## src/rtl/ecc_patch_pkg.sv

```systemverilog
package ecc_patch_pkg;

    localparam int unsigned WORD_W   = 32;
    localparam int unsigned OFS_LSB  = 16;
    localparam int unsigned OFS_W    = 16;
    localparam int unsigned MASK_W   = 8;
    localparam logic [WORD_W-1:0] NO_ERR_WORD = 32'h03FF_03FF;

    typedef enum logic [1:0] {
        ST_IDLE  = 2'd0,
        ST_SCAN  = 2'd1,
        ST_WRITE = 2'd2
    } seq_state_e;

endpackage

```

## src/rtl/ecc_word_decode.sv

```systemverilog
module ecc_word_decode
    import ecc_patch_pkg::*;
#(
    parameter int unsigned BUF_BYTES = 2112,
    parameter int unsigned ADDR_W    = 12
) (
    input  logic [WORD_W-1:0] word,
    output logic              present,
    output logic              in_range,
    output logic [ADDR_W-1:0] addr,
    output logic [MASK_W-1:0] mask
);
    logic [OFS_W-1:0] ofs;

    always_comb begin
        ofs      = word[OFS_LSB +: OFS_W];
        present  = (word != NO_ERR_WORD);
        in_range = ({16'd0, ofs} < BUF_BYTES);
        addr     = ofs[ADDR_W-1:0];
        mask     = word[MASK_W-1:0];
    end

endmodule

```

## src/rtl/ecc_slot_tracker.sv

```systemverilog
module ecc_slot_tracker #(
    parameter int unsigned SLOTS  = 4,
    parameter int unsigned SLOT_W = 2
) (
    input  logic              clk,
    input  logic              rst_n,
    input  logic              clear,
    input  logic              set_en,
    input  logic [SLOT_W-1:0] set_idx,
    input  logic [SLOTS-1:0]  cand,
    output logic              pick_any,
    output logic [SLOT_W-1:0] pick_idx
);
    logic [SLOTS-1:0] applied_d, applied_q;
    logic [SLOTS-1:0] pending;

    always_comb begin
        applied_d = applied_q;
        if (clear) begin
            applied_d = '0;
        end else if (set_en) begin
            applied_d[set_idx] = 1'b1;
        end
        pending  = cand & ~applied_q;
        pick_any = |pending;
        pick_idx = '0;
        for (int k = SLOTS - 1; k >= 0; k--) begin
            if (pending[k]) pick_idx = SLOT_W'(k);
        end
    end

    always_ff @(posedge clk or negedge rst_n) begin
        if (!rst_n) applied_q <= '0;
        else        applied_q <= applied_d;
    end

    // a flag that is set stays set until a sector clear
    assert_flag_holds_R4: assert property (@(posedge clk) disable iff (!rst_n)
        !$past(clear) |-> ((applied_q & $past(applied_q)) == $past(applied_q)));

    // a slot is never marked a second time
    assert_set_once_R4: assert property (@(posedge clk) disable iff (!rst_n)
        (set_en && !clear) |-> !applied_q[set_idx]);

endmodule

```

## src/rtl/ecc_rmw_seq.sv

```systemverilog
module ecc_rmw_seq
    import ecc_patch_pkg::*;
#(
    parameter int unsigned BUF_BYTES = 2112,
    parameter int unsigned ADDR_W    = 12,
    parameter int unsigned SLOT_W    = 2
) (
    input  logic              clk,
    input  logic              rst_n,
    input  logic              clear,
    input  logic              start,
    input  logic              fault,
    input  logic              pick_any,
    input  logic [SLOT_W-1:0] pick_idx,
    input  logic              pick_in_range,
    input  logic [ADDR_W-1:0] pick_addr,
    input  logic [MASK_W-1:0] pick_mask,
    output logic              set_en,
    output logic [SLOT_W-1:0] set_idx,
    output logic              ram_rd_en,
    output logic              ram_wr_en,
    output logic [ADDR_W-1:0] ram_addr,
    output logic [7:0]        ram_wdata,
    input  logic [7:0]        ram_rdata,
    output logic              status_clr,
    output logic              done,
    output logic              fail,
    output logic              range_err,
    output logic              busy
);
    typedef struct packed {
        seq_state_e        state;
        logic [SLOT_W-1:0] slot;
        logic [ADDR_W-1:0] addr;
        logic [MASK_W-1:0] mask;
        logic              done;
        logic              fail;
        logic              range_err;
    } seq_regs_t;

    seq_regs_t r_d, r_q;

    always_comb begin
        r_d        = r_q;
        r_d.done   = 1'b0;
        set_en     = 1'b0;
        set_idx    = r_q.slot;
        ram_rd_en  = 1'b0;
        ram_wr_en  = 1'b0;
        ram_addr   = r_q.addr;
        ram_wdata  = ram_rdata ^ r_q.mask;
        status_clr = 1'b0;
        if (clear) begin
            r_d.state     = ST_IDLE;
            r_d.fail      = 1'b0;
            r_d.range_err = 1'b0;
        end else begin
            unique case (r_q.state)
                ST_IDLE: begin
                    if (fault)      r_d.fail  = 1'b1;
                    else if (start) r_d.state = ST_SCAN;
                end
                ST_SCAN: begin
                    if (fault) begin
                        r_d.fail  = 1'b1;
                        r_d.state = ST_IDLE;
                    end else if (!pick_any) begin
                        status_clr = 1'b1;
                        r_d.done   = 1'b1;
                        r_d.state  = ST_IDLE;
                    end else if (!pick_in_range) begin
                        set_en        = 1'b1;
                        set_idx       = pick_idx;
                        r_d.range_err = 1'b1;
                    end else begin
                        ram_rd_en = 1'b1;
                        ram_addr  = pick_addr;
                        r_d.addr  = pick_addr;
                        r_d.mask  = pick_mask;
                        r_d.slot  = pick_idx;
                        r_d.state = ST_WRITE;
                    end
                end
                ST_WRITE: begin
                    if (fault) begin
                        r_d.fail  = 1'b1;
                        r_d.state = ST_IDLE;
                    end else begin
                        ram_wr_en = 1'b1;
                        set_en    = 1'b1;
                        r_d.state = ST_SCAN;
                    end
                end
                default: r_d.state = ST_IDLE;
            endcase
        end
    end

    always_ff @(posedge clk or negedge rst_n) begin
        if (!rst_n) begin
            r_q.state     <= ST_IDLE;
            r_q.slot      <= '0;
            r_q.addr      <= '0;
            r_q.mask      <= '0;
            r_q.done      <= 1'b0;
            r_q.fail      <= 1'b0;
            r_q.range_err <= 1'b0;
        end else begin
            r_q <= r_d;
        end
    end

    assign done      = r_q.done;
    assign fail      = r_q.fail;
    assign range_err = r_q.range_err;
    assign busy      = (r_q.state != ST_IDLE);

    // read and write never share a cycle
    assert_rd_wr_excl_R3: assert property (@(posedge clk) disable iff (!rst_n)
        !(ram_rd_en && ram_wr_en));

    // every write is preceded by a read in the cycle before
    assert_wr_after_rd_R3: assert property (@(posedge clk) disable iff (!rst_n)
        ram_wr_en |-> $past(ram_rd_en));

    // the write goes back to the address just read
    assert_wr_same_addr_R3: assert property (@(posedge clk) disable iff (!rst_n)
        ram_wr_en |-> (ram_addr == $past(ram_addr)));

    // no RAM access outside the buffer
    assert_addr_in_buf_R6: assert property (@(posedge clk) disable iff (!rst_n)
        (ram_rd_en || ram_wr_en) |-> ({20'd0, ram_addr} < BUF_BYTES));

    // a fault status blocks writes in the same cycle and the next
    assert_fault_no_write_R7: assert property (@(posedge clk) disable iff (!rst_n)
        fault |-> !ram_wr_en);
    assert_fault_then_idle_R7: assert property (@(posedge clk) disable iff (!rst_n || clear)
        fault |=> !ram_wr_en && !done);

    // the status clear request is followed by exactly one done cycle
    assert_done_after_clr_R8: assert property (@(posedge clk) disable iff (!rst_n || clear)
        status_clr |=> done);
    assert_done_single_R8: assert property (@(posedge clk) disable iff (!rst_n)
        done |=> !done);

endmodule

```

## src/rtl/ecc_patch_applier.sv

```systemverilog
module ecc_patch_applier
    import ecc_patch_pkg::*;
#(
    parameter int unsigned SLOTS     = 4,
    parameter int unsigned BUF_BYTES = 2112,
    localparam int unsigned ADDR_W   = $clog2(BUF_BYTES),
    localparam int unsigned SLOT_W   = (SLOTS > 1) ? $clog2(SLOTS) : 1
) (
    input  logic                     clk,
    input  logic                     rst_n,
    input  logic                     sector_start,
    input  logic                     corr_end,
    input  logic                     corr_fault,
    input  logic [SLOTS*WORD_W-1:0]  result_words,
    output logic                     status_clr,
    output logic                     done,
    output logic                     fail,
    output logic                     range_err,
    output logic                     busy,
    output logic                     ram_rd_en,
    output logic                     ram_wr_en,
    output logic [ADDR_W-1:0]        ram_addr,
    output logic [7:0]               ram_wdata,
    input  logic [7:0]               ram_rdata
);
    logic [SLOTS-1:0]  slot_present;
    logic [SLOTS-1:0]  slot_in_range;
    logic [ADDR_W-1:0] slot_addr [SLOTS];
    logic [MASK_W-1:0] slot_mask [SLOTS];

    logic              pick_any;
    logic [SLOT_W-1:0] pick_idx;
    logic              set_en;
    logic [SLOT_W-1:0] set_idx;

    for (genvar g = 0; g < SLOTS; g++) begin : g_slot
        ecc_word_decode #(
            .BUF_BYTES (BUF_BYTES),
            .ADDR_W    (ADDR_W)
        ) u_dec (
            .word     (result_words[g*WORD_W +: WORD_W]),
            .present  (slot_present[g]),
            .in_range (slot_in_range[g]),
            .addr     (slot_addr[g]),
            .mask     (slot_mask[g])
        );
    end

    ecc_slot_tracker #(
        .SLOTS  (SLOTS),
        .SLOT_W (SLOT_W)
    ) u_track (
        .clk      (clk),
        .rst_n    (rst_n),
        .clear    (sector_start),
        .set_en   (set_en),
        .set_idx  (set_idx),
        .cand     (slot_present),
        .pick_any (pick_any),
        .pick_idx (pick_idx)
    );

    ecc_rmw_seq #(
        .BUF_BYTES (BUF_BYTES),
        .ADDR_W    (ADDR_W),
        .SLOT_W    (SLOT_W)
    ) u_seq (
        .clk           (clk),
        .rst_n         (rst_n),
        .clear         (sector_start),
        .start         (corr_end),
        .fault         (corr_fault),
        .pick_any      (pick_any),
        .pick_idx      (pick_idx),
        .pick_in_range (slot_in_range[pick_idx]),
        .pick_addr     (slot_addr[pick_idx]),
        .pick_mask     (slot_mask[pick_idx]),
        .set_en        (set_en),
        .set_idx       (set_idx),
        .ram_rd_en     (ram_rd_en),
        .ram_wr_en     (ram_wr_en),
        .ram_addr      (ram_addr),
        .ram_wdata     (ram_wdata),
        .ram_rdata     (ram_rdata),
        .status_clr    (status_clr),
        .done          (done),
        .fail          (fail),
        .range_err     (range_err),
        .busy          (busy)
    );

    // busy drops only when a pass ends, aborts or is cleared
    assert_busy_end_R10: assert property (@(posedge clk) disable iff (!rst_n)
        $fell(busy) |-> $past(status_clr) || $past(corr_fault) || $past(sector_start));

endmodule

```

## config.mk

```make
export PLATFORM = sky130hd
export DESIGN_NAME = ecc_patch_applier
export DESIGN_NICKNAME = d
export VERILOG_FILES = /design/src/rtl/ecc_patch_pkg.sv /design/src/rtl/ecc_word_decode.sv /design/src/rtl/ecc_slot_tracker.sv /design/src/rtl/ecc_rmw_seq.sv /design/src/rtl/ecc_patch_applier.sv
export SDC_FILE = /design/constraint.sdc
export NUM_CORES = 1
export LEC_CHECK = 0
export BUFFER_PORTS_ARGS = -buffer_cell sky130_fd_sc_hd__buf_2
export CAP_MARGIN = 30
export CORE_MARGIN = 2
export CORE_UTILIZATION = 38
export CTS_CLUSTER_SIZE = 10
export DETAILED_ROUTE_END_ITERATION = 10
export PLACE_DENSITY = 0.81
export SETUP_SLACK_MARGIN = 0.1
export SYNTH_ARGS = -nofsm -noshare
export SYNTH_HDL_FRONTEND = slang
export SYNTH_SLANG_ARGS = --single-unit
```

## constraint.sdc

```tcl
create_clock -name clk -period 6.4 [get_ports clk]
set_input_delay 1.92 -clock clk [delete_from_list [all_inputs] [get_ports clk]]
set_output_delay 1.92 -clock clk [all_outputs]
set_load 0.01 [all_outputs]
```

Yosys cells after proc, flatten, opt, wreduce, memory -nomap -nowiden

Cells that the tools add are included.

Register bits after elaboration: 31
Input bits: 141
Output and inout port bits: 27
Logic and storage cells: 109

Magnitude comparators: 8
Eq/ne operators: 11
Mux-type cells: 61
Bitwise gates (word level): 7
Reduce and logical (&&, ||, !) cells: 14

Operators by type and width:

| cell                                                          | number |
|---|---|
| != test 32 x 26 -> 1 bit (second input constant)              | 4 |
| two-way mux 12 bit                                            | 7 |
| less-than comparator 16 x 12 -> 1 bit (second input constant) | 4 |
| two-way mux 2 bit                                             | 15 |
| two-way mux 1 bit                                             | 28 |
| binary-select mux 12 bit (select 2 bit)                       | 1 |
| two-way mux 24 bit                                            | 1 |
| binary-select mux 8 bit (select 2 bit)                        | 1 |
| two-way mux 8 bit                                             | 2 |
| nonzero test 2 bit                                            | 6 |
| two-way mux 4 bit                                             | 2 |
| XOR 8 bit                                                     | 1 |
| less-than comparator 2 x 3 -> 1 bit (second input constant)   | 2 |
| != test 3 bit (second input constant)                         | 2 |
| case mux 2 bit (3 select lines)                               | 1 |
| != test 5 bit (second input constant)                         | 1 |
| AND reduction 5 bit                                           | 1 |
| AND 4 bit                                                     | 1 |
| != test 2 bit (second input constant)                         | 2 |
| NOT 4 bit                                                     | 1 |
| bitwise OR 4 bit                                              | 1 |
| AND reduction 4 bit                                           | 1 |
| OR reduction 4 bit                                            | 1 |
| >= comparator 3 bit (second input constant)                   | 1 |
| other kinds (13)                                              | 14 |

Logic depth before layout (Yosys ltp)

Depth after elaboration: 20
Gate-level depth with buffers: 9
Mapped depth without buffers: 7

By module

From an unflattened synthesis, not the netlist that was laid out.

Cell total of the unflattened synthesis: 300
Area total of the unflattened synthesis: 3229.3 sq um

By module, submodules not included:

| module            | instances | cells each | area an instance (sq um) | sequential area each (sq um) |
|---|---|---|---|---|
| ecc_rmw_seq       | 1         | 102        | 1507.7                   | 675.6 |
| ecc_word_decode   | 4         | 37         | 249.0                    | 0.0 |
| ecc_patch_applier | 1         | 25         | 509.2                    | 0.0 |
| ecc_slot_tracker  | 1         | 25         | 216.5                    | 100.1 |

Worst setup path after synthesis

No wires, ideal clock.

Path kind: in2out
From: input result_words[29]
To: output ram_addr[10]
Arrival time: 4202 ps
Data required time: 4480 ps
Path slack: 278 ps
Stages on the path: 9
Buffers on the path: 2
Cell sequence: or4_4 nor4_4 a41o_1 mux2i_1 and3_1 nor2b_2 buf_6 buf_6 mux2_4

Longest elaborated chain between the ends: 12
Elaborated cells on any way between the ends: 16
Classes of those cells: 1 x order compare; 1 x eq/ne; 11 x mux; 2 x bitwise; 1 x reduce/logical

Ends and longest elaborated chain:

| what                                                  | RTL line                | source |
|---|---|---|
| start: declaration                                    | ecc_patch_applier.sv:14 | `input logic [SLOTS*WORD_W-1:0] result_words,` |
| != test 32 x 26 -> 1 bit                              | ecc_word_decode.sv:17   | `present = (word != NO_ERR_WORD);` |
| AND 4 bit                                             | ecc_slot_tracker.sv:24  | `pending = cand & ~applied_q;` |
| two-way mux 2 bit                                     | ecc_slot_tracker.sv:28  | `if (pending[k]) pick_idx = SLOT_W'(k);` |
| NOT 2 -> 3 bit (not written as such)                  | ecc_patch_applier.sv:76 | `.pick_addr (slot_addr[pick_idx]),` |
| binary-select mux 12 bit (select 2 bit)               | ecc_patch_applier.sv:76 |  |
| two-way mux 12 bit (not written as such) (2 in a row) | ecc_patch_applier.sv:76 |  |
| two-way mux 12 bit                                    | ecc_rmw_seq.sv:71       | `end else if (!pick_in_range) begin` |
| two-way mux 12 bit (*)                                | ecc_rmw_seq.sv:67       | `end else if (!pick_any) begin` |
| two-way mux 12 bit (*)                                | ecc_rmw_seq.sv:64       | `if (fault) begin` |
| two-way mux 12 bit (*)                                | ecc_rmw_seq.sv:58       | `unique case (r_q.state)` |
| two-way mux 12 bit (*)                                | ecc_rmw_seq.sv:53       | `if (clear) begin` |
| end: declaration                                      | ecc_patch_applier.sv:22 | `output logic [ADDR_W-1:0] ram_addr,` |

Mark *: on every way between the ends. The rest lies on a longest branch, timed or not. The select of a mux whose other input is x is not followed.

Worst setup path in the final report

From: input result_words[29]
To: output ram_addr[7]

The elaborated chain is that of the path after synthesis.

==> metrics.csv <==
stage,metric,value,unit
timing,Final Hold Violating Endpoints,0,
die,Die ar.,8391,um2
grt,vias in the first global route,3278,
finish,Reg area,775.7,um2
timing,final setup fails,0,
detailed_routing,routed len/inst,19.72,um
finish,final instance area,4664,um2
clocking,CTS root buffer,clkbuf_8,
grt,Tot GR Track Use,0.2441,
outcome,status,completed,
synthesis,Synthesis Warnings,0,
detailed_routing,met3 wire len,907,um
clocking,clk slew on worst S/H paths,0.06,ns
finish,final non-filler cell total,569,
worst_hold_path,hold path depth,1,
detailed_routing,Post-route DRC,0,
clocking,Worst-Skew Late Latency,0.28,ns
die,chip width,91.61,um
finish,Fillers,588,
place,Placer Congestion,0.8861,
detailed_routing,DR iter-0 viols,123,
detailed_routing,DR pass1 iterations,5,
timing,Worst Tran Pin Value,0.7669,ns
grt,largest net degree at the start of global routing,32,
finish,share of layout cells above drive strength 1,0.6162,
critical_path,Critical Path Sink Type,output pin,
finish,nets@finish,614,
place,Post-Place Cell Area,4054,um2
pwr,Pwr per Cell Area,155.2,nW/um2
timing,Final Skew,0.006123,ns
critical_path,"most used cell, CP",buf_6,
synthesis,Post-synth EDFFs,0,
critical_path,critical path class,input port to output pin,
timing,setup ws final,0.01330,ns
synthesis,"Distinct cells, synth",51,
timing,maximum clock frequency,156.6,MHz
clocking,Num CTS Buffers,5,
detailed_routing,metal1 wirelength,4379,um
synthesis,top_reg_cell synth,dfrtp_1,
pwr,VDD IR max,116.5,uV
finish,Util after Layout,0.6363,
synthesis,Post-synth ARST share,1.000,
detailed_routing,top layer reached by signal wires,met4,
worst_hold_path,Hold Path Class,flop to flop,
die,I/O pins,168,
synthesis,Yosys reg bits,31,
synthesis,synthesized net count,402,
finish,footprint of the multi-input gates,2265,um2
timing,"Slew Viols, Final",0,
synthesis,Avg Synthesized Cell Area,11.39,um2
synthesis,area share of the largest cell type after synthesis,0.2660,
grt,global route overflow,0,
detailed_routing,Routed WL,11220,um
synthesis,Synth area leaders,"dfrtp_1 (27%), mux2i_1 (21%), mux2_4 (14%), mux2_1 (2.7%), nand4_1 (2.6%)",
critical_path,slowest cell on the critical path,or4_4,
run,maxcap violations,0,
detailed_routing,DR WL met2,5672,um
clocking,TritonCTS clock tree,yes,
clocking,Max clock buf depth,2,
timing,Final period util,0.9979,
timing,unrepaired setup endpoints after global routing,true,
critical_path,Max stage delay on crit path,0.57,ns
timing,Slew HR,0.4887,
die,Die Y,91.61,um
grt,first-pass GRT wire length,16110,um
place,dpl ws,-0.3245,ns
clocking,clock sink count,31,
synthesis,post-synthesis sequential area ratio,0.2660,
place,Final HPWL DP,8121,um
critical_path,crit path max fanout,5,
detailed_routing,vias,3224,
die,core footprint,7331,um2
place,IO buf count,167,
place,Placed Cells,542,
timing,Final TNS setup,0,ns
critical_path,CP Data Arrival Time,4.47,ns
synthesis,Post-Syn Area,2917,um2
detailed_routing,Antenna Nets Post-Route,0,
synthesis,Post-Synthesis Cells,256,
clocking,htree depth,2,
critical_path,required time worst endpoint,4.48,ns
grt,initial antenna violation count,1,
critical_path,worst-case reg-to-reg path depth,9,
detailed_routing,vias per cell,5.666,
die,Initial Util,0.3978,
timing,fin crit period,6.387,ns
die,# rows,31,
critical_path,crit path cell chain,buf_6 -> or4_4 -> nor4_4 -> buf_4 -> a41oi_4 -> a211oi_4 -> buf_6 -> clkbuf_16 -> mux2i_4 -> mux2i_2 -> mux2_4 -> buf_6,
finish,Layout area overhead,59.93,%
critical_path,CP Launch Type,input port,
synthesis,cell taking the most area after synthesis,dfrtp_1,
pwr,Leak,2.159,nW
[logic make-up after synthesis]
kind of cell,after synthesis,share of synthesized area
fa+ha+maj,5,0.02145
flops,31,0.2660
mux,97,0.3840
buf+inv,17,0.03904
xor+xnor,8,0.02402
simple gates,65,0.1643
compound gates,33,0.1012
[final timing paths]
kind                                                    end                      start  slack, ns
hold / removal                    u_seq.r_q[11]$_DFFE_PN0P_  u_seq.r_q[11]$_DFFE_PN0P_       0.49
min in group asynchronous         u_seq.r_q[13]$_DFFE_PN0P_                      rst_n       1.71
setup / recovery                                ram_addr[7]           result_words[29]       0.01
max in group asynchronous  u_track.applied_q[0]$_DFFE_PN0P_                      rst_n       4.20
hold reg to reg                   u_seq.r_q[11]$_DFFE_PN0P_  u_seq.r_q[11]$_DFFE_PN0P_       0.49
setup reg to reg           u_track.applied_q[1]$_DFFE_PN0P_  u_seq.r_q[26]$_DFFE_PN0P_       3.66
[metrics by stage]
stage | power (mW) | hold WS [ns]
2_1_floorplan | 0.3656 | 0.4583
3_3_place_gp | 0.4779 | 0.4721
3_5_place_dp | 0.4857 | 0.4656
4_1_cts | 0.7037 | 0.4947
5_1_grt | 0.7618 | 0.5094
6_report | 0.7240 | 0.4917
[worst max-delay path, delay by kind of cell]
family	cells	cell delay (ns)
buffers and inverters	5	0.69
AND/OR/NAND/NOR	2	0.74
multiplexers	3	0.68
AO/OA/AOI/OAI	2	0.44
[sequential cells by signal, summed over array words and instances (netlist names)]
signal,count
u_seq.range_err,1
u_seq.r_q,24
u_seq.fail,1
u_seq.done,1
u_track.applied_q,4
[area by class of cell]
type / count / area share
inverters: 7 / 0.005633
multi-input cells: 210 / 0.4855
diodes: 1 / 0.0005365
repair buffers: 213 / 0.2902
well taps: 99 / 0.02656
flip-flops and latches: 31 / 0.1663
clock buffers: 6 / 0.01770
clock inverters: 2 / 0.007511
[cells in the final DEF (no fill, tap or decap), types with 2 or more instances in the layout]
cell,Yosys,layout
buf_6,4,14
or4bb_4,0,2
nor3_1,4,4
nand4bb_1,2,2
buf_12,0,3
nand4_1,12,12
a41o_1,3,3
xor2_1,8,8
nand2_1,3,3
inv_1,7,7
nor2_2,0,2
nand2b_1,3,3
mux2i_4,0,7
nor4b_1,2,2
nor4_4,2,4
nor2b_4,0,3
o32ai_1,3,3
nor2_1,8,6
a21o_1,2,2
mux2_4,28,28
a31oi_1,3,3
a32o_1,2,2
clkbuf_16,0,2
clkbuf_8,0,6
o21a_1,2,2
o21ai_0,4,4
nor4_1,4,2
ha_1,5,5
or4_4,1,4
buf_2,1,156
mux2i_2,0,11
or4_1,7,4
mux2_1,7,7
a41oi_1,2,2
dfrtp_1,31,31
buf_4,4,37
nand4b_1,7,7
mux2i_1,62,44
a21oi_1,2,2
[power by group]
group / internal, mW / total (mW) / leakage [nW] / switching, mW
Combinational: 0.157 / 0.285 / 1.67 / 0.128
Sequential: 0.219 / 0.237 / 0.424 / 0.0180
Clock: 0.126 / 0.202 / 0.0612 / 0.0758
[synthesized netlist by cell type, drive strengths merged (2+ instances only)]
| library cell | instances |
|---|---|
| mux2i | 62 |
| mux2 | 35 |
| dfrtp | 31 |
| nand4 | 12 |
| buf | 9 |
| nor2 | 8 |
| or4 | 8 |
| xor2 | 8 |
| inv | 7 |
| nand4b | 7 |
| nor4 | 7 |
| ha | 5 |
| o21ai | 5 |
| nor3 | 4 |
| a21oi | 3 |
| a31oi | 3 |
| a41o | 3 |
| a41oi | 3 |
| nand2 | 3 |
| nand2b | 3 |
| o32ai | 3 |
| a211oi | 2 |
| a21o | 2 |
| a32o | 2 |
| nand4bb | 2 |
| nor4b | 2 |
| o21a | 2 |
| or4bb | 2 |
[timing repair]
action,in CTS,in global routing
setup buffers,7,6
cloned,3,2
pin swaps,7,5
endpoints found under the setup margin,13,13
gates resized for setup,19,35
hold buffers,0,0
[per-layer routing]
| metal | global-route usage | vias to the layer above |
|---|---|---|
| met4 | 0.06692 | 0 |
| met1 | 0.2945 | 1556 |
| met5 | 0 | - |
| met3 | 0.05228 | 30 |
| met2 | 0.4350 | 190 |
| li1 | - | 1448 |
Power figures use the tool's default switching activity.
